===== config.mk =====
export PLATFORM = sky130hd
export DESIGN_NAME = mpa_node
export DESIGN_NICKNAME = d
export VERILOG_FILES = /design/src/rtl/mpa_pkg.sv /design/src/rtl/mpa_low_pick.sv /design/src/rtl/mpa_bus_view.sv /design/src/rtl/mpa_req_ctrl.sv /design/src/rtl/mpa_node.sv
export SDC_FILE = /design/constraint.sdc
export NUM_CORES = 1
export LEC_CHECK = 0
export CAP_MARGIN = 20
export CORE_MARGIN = 2
export CORE_UTILIZATION = 40
export DETAILED_ROUTE_END_ITERATION = 8
export PLACE_DENSITY = 0.78
export SYNTH_ARGS = -nofsm -noshare
export SYNTH_HDL_FRONTEND = slang
export SYNTH_SLANG_ARGS = --single-unit

===== constraint.sdc =====
create_clock -name clk -period 3.1 [get_ports clk]
set_input_delay 0.93 -clock clk [delete_from_list [all_inputs] [get_ports clk]]
set_output_delay 0.93 -clock clk [all_outputs]
set_load 0.01 [all_outputs]

===== src/rtl/mpa_pkg.sv =====
package mpa_pkg;
  typedef enum logic [1:0] {
    BUS_FREE  = 2'd0,
    BUS_OWNED = 2'd1,
    BUS_HOST  = 2'd2
  } bus_state_e;
endpackage


===== src/rtl/mpa_low_pick.sv =====
module mpa_low_pick #(
  parameter int N = 8,
  localparam int W = (N > 1) ? $clog2(N) : 1
) (
  input  logic [N-1:0] vec_i,
  output logic         any_o,
  output logic [W-1:0] idx_o
);
  // lowest set bit wins; scan downward so the last hit is the lowest
  always_comb begin
    any_o = 1'b0;
    idx_o = '0;
    for (int i = N - 1; i >= 0; i--) begin
      if (vec_i[i]) begin
        any_o = 1'b1;
        idx_o = W'(i);
      end
    end
  end
endmodule


===== src/rtl/mpa_bus_view.sv =====
module mpa_bus_view
  import mpa_pkg::*;
#(
  parameter int N = 8,
  localparam int W = (N > 1) ? $clog2(N) : 1
) (
  input  logic         clk,
  input  logic         rst_n,
  input  logic [N-1:0] lines_i,
  input  logic         host_req_i,
  output bus_state_e   state_o,
  output logic [W-1:0] owner_o,
  output logic [W-1:0] granter_o
);
  bus_state_e   state_q, state_d;
  logic [W-1:0] owner_q, owner_d, granter_q, granter_d;
  logic         any_req;
  logic [W-1:0] low_idx;

  mpa_low_pick #(.N(N)) u_pick (
    .vec_i(lines_i),
    .any_o(any_req),
    .idx_o(low_idx)
  );

  // identical copy in every node: same sampled lines give the same owner
  always_comb begin
    state_d   = state_q;
    owner_d   = owner_q;
    granter_d = granter_q;
    unique case (state_q)
      BUS_FREE: begin
        if (host_req_i) begin
          state_d   = BUS_HOST;
          granter_d = '0;
        end else if (any_req) begin
          state_d = BUS_OWNED;
          owner_d = low_idx;
        end
      end
      BUS_OWNED: begin
        if (!lines_i[owner_q]) begin
          if (host_req_i) begin
            state_d   = BUS_HOST;
            granter_d = owner_q;
          end else if (any_req) begin
            owner_d = low_idx;
          end else begin
            state_d = BUS_FREE;
          end
        end
      end
      BUS_HOST: begin
        if (!host_req_i) state_d = BUS_FREE;
      end
      default: state_d = BUS_FREE;
    endcase
  end

  always_ff @(posedge clk) begin
    if (!rst_n) begin
      state_q   <= BUS_FREE;
      owner_q   <= '0;
      granter_q <= '0;
    end else begin
      state_q   <= state_d;
      owner_q   <= owner_d;
      granter_q <= granter_d;
    end
  end

  assign state_o   = state_q;
  assign owner_o   = owner_q;
  assign granter_o = granter_q;

  // once the owner's line is seen low, that owner does not survive the edge
  p_turnover_r4: assert property (@(posedge clk) disable iff (!rst_n)
    (state_q == BUS_OWNED && !lines_i[owner_q])
      |=> !(state_q == BUS_OWNED && owner_q == $past(owner_q)));

  // line 0 active on a free bus without host wins
  p_low_first_r3: assert property (@(posedge clk) disable iff (!rst_n)
    (state_q == BUS_FREE && !host_req_i && lines_i[0])
      |=> (state_q == BUS_OWNED && owner_q == '0));

  // host state persists while the host keeps requesting
  p_host_stay_r6: assert property (@(posedge clk) disable iff (!rst_n)
    (state_q == BUS_HOST && host_req_i) |=> state_q == BUS_HOST);
endmodule


===== src/rtl/mpa_req_ctrl.sv =====
module mpa_req_ctrl (
  input  logic clk,
  input  logic rst_n,
  input  logic core_req_i,
  input  logic dma_req_i,
  input  logic dma_hi_i,
  input  logic xfer_busy_i,
  input  logic lock_req_i,
  input  logic backoff_i,
  input  logic host_req_i,
  input  logic cpa_line_i,
  input  logic dpa_line_i,
  input  logic is_owner_i,
  output logic req_o,
  output logic cpa_o,
  output logic dpa_o
);
  logic req_q, cpa_q, dpa_q;
  logic work, outranked, allowed, req_d;

  assign work = core_req_i | dma_req_i;
  // a priority line raised by someone else outranks lower-class local work
  assign outranked = (cpa_line_i & ~cpa_q) | (dpa_line_i & ~cpa_q & ~dpa_q);
  assign allowed   = work & ~outranked & ~host_req_i;

  always_comb begin
    if (is_owner_i) req_d = ~backoff_i & (lock_req_i | xfer_busy_i | allowed);
    else            req_d = allowed;
  end

  always_ff @(posedge clk) begin
    if (!rst_n) begin
      req_q <= 1'b0;
      cpa_q <= 1'b0;
      dpa_q <= 1'b0;
    end else begin
      req_q <= req_d;
      cpa_q <= core_req_i;
      dpa_q <= dma_req_i & dma_hi_i;
    end
  end

  assign req_o = req_q;
  assign cpa_o = cpa_q;
  assign dpa_o = dpa_q;

  // core-priority drive follows the core request one cycle later
  p_cpa_follow_r10: assert property (@(posedge clk) disable iff (!rst_n)
    core_req_i |=> cpa_q);

  // a non-owner outranked by a priority line stays off the bus
  p_outranked_quiet_r12: assert property (@(posedge clk) disable iff (!rst_n)
    (!is_owner_i && outranked) |=> !req_q);
endmodule


===== src/rtl/mpa_node.sv =====
module mpa_node
  import mpa_pkg::*;
#(
  parameter int NODES = 8,
  localparam int IDW = (NODES > 1) ? $clog2(NODES) : 1
) (
  input  logic             clk,
  input  logic             rst_n,
  input  logic [IDW-1:0]   node_id_i,
  input  logic             core_req_i,
  input  logic             dma_req_i,
  input  logic             dma_hi_i,
  input  logic             xfer_busy_i,
  input  logic             lock_req_i,
  input  logic             backoff_i,
  input  logic             host_req_i,
  input  logic [NODES-1:0] req_lines_i,
  input  logic             cpa_line_i,
  input  logic             dpa_line_i,
  output logic [NODES-1:0] req_lines_o,
  output logic             cpa_o,
  output logic             dpa_o,
  output logic             master_o,
  output logic             drv_en_o,
  output logic             abort_o,
  output logic             lock_o,
  output logic             host_grant_o,
  output logic             sref_req_o
);
  logic [IDW-1:0] id_q;
  bus_state_e     bstate;
  logic [IDW-1:0] owner, granter;
  logic           is_owner, req_q;

  // node ID is captured only while in reset
  always_ff @(posedge clk) begin
    if (!rst_n) id_q <= node_id_i;
  end

  mpa_bus_view #(.N(NODES)) u_view (
    .clk       (clk),
    .rst_n     (rst_n),
    .lines_i   (req_lines_i),
    .host_req_i(host_req_i),
    .state_o   (bstate),
    .owner_o   (owner),
    .granter_o (granter)
  );

  assign is_owner = (bstate == BUS_OWNED) && (owner == id_q);

  mpa_req_ctrl u_req (
    .clk        (clk),
    .rst_n      (rst_n),
    .core_req_i (core_req_i),
    .dma_req_i  (dma_req_i),
    .dma_hi_i   (dma_hi_i),
    .xfer_busy_i(xfer_busy_i),
    .lock_req_i (lock_req_i),
    .backoff_i  (backoff_i),
    .host_req_i (host_req_i),
    .cpa_line_i (cpa_line_i),
    .dpa_line_i (dpa_line_i),
    .is_owner_i (is_owner),
    .req_o      (req_q),
    .cpa_o      (cpa_o),
    .dpa_o      (dpa_o)
  );

  assign req_lines_o  = NODES'(req_q) << id_q;
  assign master_o     = is_owner & req_q;
  assign drv_en_o     = master_o & ~backoff_i;
  assign abort_o      = master_o & backoff_i;
  assign lock_o       = master_o & lock_req_i;
  assign host_grant_o = (bstate == BUS_HOST) && (granter == id_q);
  assign sref_req_o   = host_grant_o;

  // at most one request line driven
  p_one_line_r1: assert property (@(posedge clk) disable iff (!rst_n)
    $onehot0(req_lines_o));

  // ownership is only claimed with the own line high on the shared lines
  p_master_line_r4: assert property (@(posedge clk) disable iff (!rst_n)
    master_o |-> req_lines_i[id_q]);

  // no release in the middle of a transaction unless backed off
  p_boundary_r5: assert property (@(posedge clk) disable iff (!rst_n)
    (master_o && xfer_busy_i && !backoff_i) |=> master_o);

  // back-off removes ownership at the next edge
  p_backoff_r8: assert property (@(posedge clk) disable iff (!rst_n)
    (master_o && backoff_i) |=> !master_o);

  // lock keeps the bus
  p_lock_hold_r9: assert property (@(posedge clk) disable iff (!rst_n)
    (master_o && lock_req_i && !backoff_i) |=> master_o);

  // grant held while the host still asks
  p_grant_hold_r6: assert property (@(posedge clk) disable iff (!rst_n)
    (host_grant_o && host_req_i) |=> host_grant_o);

  // a non-owner never requests while the host asks
  p_host_quiet_r6: assert property (@(posedge clk) disable iff (!rst_n)
    (host_req_i && !is_owner) |=> !req_q);
endmodule


==> results_tabular.tex <==
\begin{tabular}{lr}
\hline
Metric & Value \\
\hline
\multicolumn{2}{l}{\textbf{Synth}} \\
Leading area contributor after synthesis & sky130\_fd\_sc\_hd\_\_dfxtp\_1 \\
Sequential fraction of the synthesis area & between 30\% and 40\% \\
Seq cells post-synth & 14 \\
Synth Area in Compound Gates & 11.9\% \\
Post-synthesis xor/xnor area fraction & under 10\% \\
Synth area leaders & sky130\_fd\_sc\_hd\_\_dfxtp\_1 26\%, sky130\_fd\_sc\_hd\_\_edfxtp\_1 11\%, sky130\_fd\_sc\_hd\_\_mux2i\_1 8.2\% \\
Post-synth net total & 121 \\
Library cells used by synthesis & 31 \\
Synthesized area & between 800 and 900 sq um \\
Area fraction of the dominant cell type after synthesis & 25.9\% \\
Syn Inst Count & between 90 and 100 \\
Combinational family with the most area after synthesis & simple AND/OR/NAND/NOR gates \\
Post-synthesis simple-gate area fraction & 27.0\% \\
Arithmetic-cell share of the synthesized area counting full adders, half adders and majority gates & 0\% \\
Mux contribution to synthesized area & 10.9\% \\
Average cell area after synthesis & 8.58 sq um \\
Number of warnings reported in the yosys synthesis log & 0 \\
\multicolumn{2}{l}{\textbf{Clock network}} \\
Clock Root Buffer & sky130\_fd\_sc\_hd\_\_clkbuf\_4 \\
CTS buffer count & 3 \\
Number of clock sinks & 14 \\
Number of H-tree levels & 1 \\
CTS tree & built \\
Clock transition at the registers of the reported paths & 80 ps \\
Number of hold buffers added after cts & 0 \\
Clock latency at the later pin of the worst-skew pair & 280 ps \\
Buffers from clock root to sink, at most & 2 \\
\multicolumn{2}{l}{\textbf{Routing}} \\
Per-cell via count in the routed design & between 5 and 6 \\
Detailed Routing Iterations Pass 1 & 4 \\
Routed WL & 2.20 mm \\
Number of DRC violations after detailed-routing iteration 0 & 9 \\
Post-route DRC violation count & 0 \\
Wire per inst & 13.2 um \\
Routed vias & 866 \\
ANT nets after route & 0 \\
\multicolumn{2}{l}{\textbf{Global route}} \\
Overflow left after global routing & 0 \\
First-pass GRT wire length & 3.52 mm \\
Overall routing resource usage & between 10\% and 20\% \\
Via count of the first global-routing pass & just over 800 \\
Maximum number of pins on one net before global-route repair & 15 \\
Initial antenna violation count & 0 \\
\multicolumn{2}{l}{\textbf{Die}} \\
Number of standard-cell rows in the floorplan & 16 \\
Chip Height & 50.1 um \\
Die Width & 50.1 um \\
Io pins & 38 \\
Area of the die & 2510 sq um \\
Placeable core area & 1980 sq um \\
Starting utilization of the core area & approximately 43\% \\
\multicolumn{2}{l}{\textbf{Layout}} \\
Final design instance area without fill & roughly 1300 sq um \\
Layout cells sized above 1 & 11.4\% \\
\# diodes & 0 \\
Area growth from synthesis to final layout & 53.3\% \\
Post-layout nets & 163 \\
\multicolumn{2}{l}{\textbf{Run status}} \\
Run status & complete, no violations \\
\multicolumn{2}{l}{\textbf{Timing}} \\
Total negative slack for setup checks & 0 ps \\
Pins Over Slew Limit & 0 \\
Slew at the pin with the worst max-slew slack & 451 ps \\
Worst rel slew slack & 69.8\% \\
Final setup fails & 0 \\
Final period utilization & 96.8\% \\
Max Freq & 333 MHz \\
Number of failing hold endpoints at the final stage & 0 \\
RSZ-0062 raised after global routing & no \\
Final critical delay including setup and external delays & between 3000 and 4000 ps \\
Maximum clock skew at final layout & 8.31 ps \\
\multicolumn{2}{l}{\textbf{Placed design}} \\
Routability congestion estimate & between 0.7 and 0.8 \\
Area after DPL & 1230 sq um \\
Count of input and output buffers & 37 \\
Placed wire-length estimate & about 1.7 mm \\
\multicolumn{2}{l}{\textbf{Setup path}} \\
Largest fanout on the critical path & 2 \\
WP data required & 2170 ps \\
CP endpoint kind & primary output \\
FF-to-FF setup slack & 1360 ps \\
First element of the critical path & lock\_req\_i \\
Critical path data arrival time & 2070 ps \\
Class of the most critical setup path & in -> out \\
Start of the worst register-to-register path & u\_view.owner\_o[1]\$\_SDFFE\_PN0P\_ \\
Endpoint of the worst register-to-register path & u\_view.owner\_o[0]\$\_SDFFE\_PN0P\_ \\
Worst setup SP type & primary input \\
Number of cells on the worst reg-to-reg path & 6 \\
\multicolumn{2}{l}{\textbf{Power and ir drop}} \\
Maximum VDD drop & 0.000173 V \\
Areal power density over the cells & 321 nW/um\^{}2 \\
Leak Pwr & 0.000508 uW \\
\multicolumn{2}{l}{\textbf{Worst hold path}} \\
Worst min-delay path endpoint & u\_view.granter\_o[0]\$\_SDFFE\_PN0P\_ \\
Hold Startpoint & u\_view.granter\_o[0]\$\_SDFFE\_PN0P\_ \\
Cells on Worst Hold Path & 2 \\
Worst hold path class & reg -> reg \\
\multicolumn{2}{l}{\textbf{Run}} \\
Number of maximum-capacitance violations & 0 \\
\hline
\end{tabular}
[registers in the layout, summed over array words and instances, names as in the netlist]
| signal | count |
|---|---|
| u_view.state_o | 2 |
| id_q | 3 |
| u_req.dpa_o | 1 |
| u_view.granter_o | 3 |
| u_view.owner_o | 3 |
| u_req.cpa_o | 1 |
| u_req.req_o | 1 |
[synthesized netlist by cell type, drive strengths merged]
library cell,instances
clkbuf,2
a21oi,5
and3,3
and2,2
xnor2,4
dfxtp,11
o41ai,2
nor4,3
nand2,8
mux4,1
xor2,2
nor2,14
inv,7
o311ai,1
a31oi,1
nor3,4
o211ai,1
nor2b,1
nor3b,1
o21ai,3
o21bai,1
nand2b,3
mux2i,7
edfxtp,3
a221oi,1
buf,3
nand3,5
[through the flow]
stage | cells | power [uW] | util, % | setup WS [ps] | hold slack, ps
after floorplan | 99 | 260 | - | 673 | 446
after global placement | 160 | 304 | 62.1 | 69.3 | 461
after detailed placement | 160 | 307 | 62.1 | 32.9 | 469
after CTS | 164 | 418 | 63.9 | 2.65 | 483
after global routing | 167 | 440 | 65.7 | 62.9 | 512
final | 167 | 418 | 65.7 | 98.4 | 481
[final cells by class]
type / count / area, sq um
clock buffer: 4 / 26.3
tap: 27 / 33.8
sequential: 14 / 310
fill: 161 / 679
multi-input combinational: 73 / 493
inverter: 7 / 26.3
timing repair buffer: 42 / 413
[worst max-delay path: stages]
cell and delay [ps]:
sky130_fd_sc_hd__clkdlybuf4s50_1 470, sky130_fd_sc_hd__and3_1 150, sky130_fd_sc_hd__clkdlybuf4s50_1 530
[worst max path at each step]
stage	end	slack [ps]	cells past startpoint
2_1_floorplan	drv_en_o	670	6
3_3_place_gp	abort_o	70	3
3_5_place_dp	abort_o	30	3
4_1_cts	drv_en_o	3	6
5_1_grt	lock_o	60	3
6_report	lock_o	100	3
[cells in the final DEF (no fill, tap or decap), types with 2 or more instances in the layout]
master	count
sky130_fd_sc_hd__nand2b_1	3
sky130_fd_sc_hd__mux2i_1	7
sky130_fd_sc_hd__dlymetal6s2s_1	2
sky130_fd_sc_hd__inv_1	6
sky130_fd_sc_hd__o41ai_1	2
sky130_fd_sc_hd__clkdlybuf4s50_1	35
sky130_fd_sc_hd__clkbuf_4	3
sky130_fd_sc_hd__dfxtp_1	11
sky130_fd_sc_hd__nor2_1	13
sky130_fd_sc_hd__nand2_1	8
sky130_fd_sc_hd__a21oi_1	5
sky130_fd_sc_hd__edfxtp_1	3
sky130_fd_sc_hd__nand3_1	5
sky130_fd_sc_hd__nor3_1	4
sky130_fd_sc_hd__buf_4	5
sky130_fd_sc_hd__o21ai_0	2
sky130_fd_sc_hd__xor2_1	2
sky130_fd_sc_hd__and3_1	3
sky130_fd_sc_hd__xnor2_1	4
[report_power, final]
group	switching, uW	internal [uW]
clock	56.3	49.9
sequential	10.6	196
combinational	47.9	57.7
[metal layers]
metal,global-route usage (%),vias up,routed length (um)
li1,-,432,-
met2,35.3,44,1160
met1,20.0,390,877
met3,3.64,0,170
met4,6.94,0,0
met5,0,-,0
[timing repair]
action	in CTS	in global routing
pin swaps	0	1
endpoints found under the setup margin	1	4
resized for setup	1	5
buffers inserted	0	3
[cell families after synthesis]
| logic type | Yosys count |
|---|---|
| buffers and inverters | 12 |
| AND/OR/NAND/NOR | 44 |
| XOR/XNOR | 6 |
| flip-flops | 14 |
| AO/OA/AOI/OAI | 15 |
| multiplexers | 8 |
No activity file was read; power rests on OpenSTA's default activity.
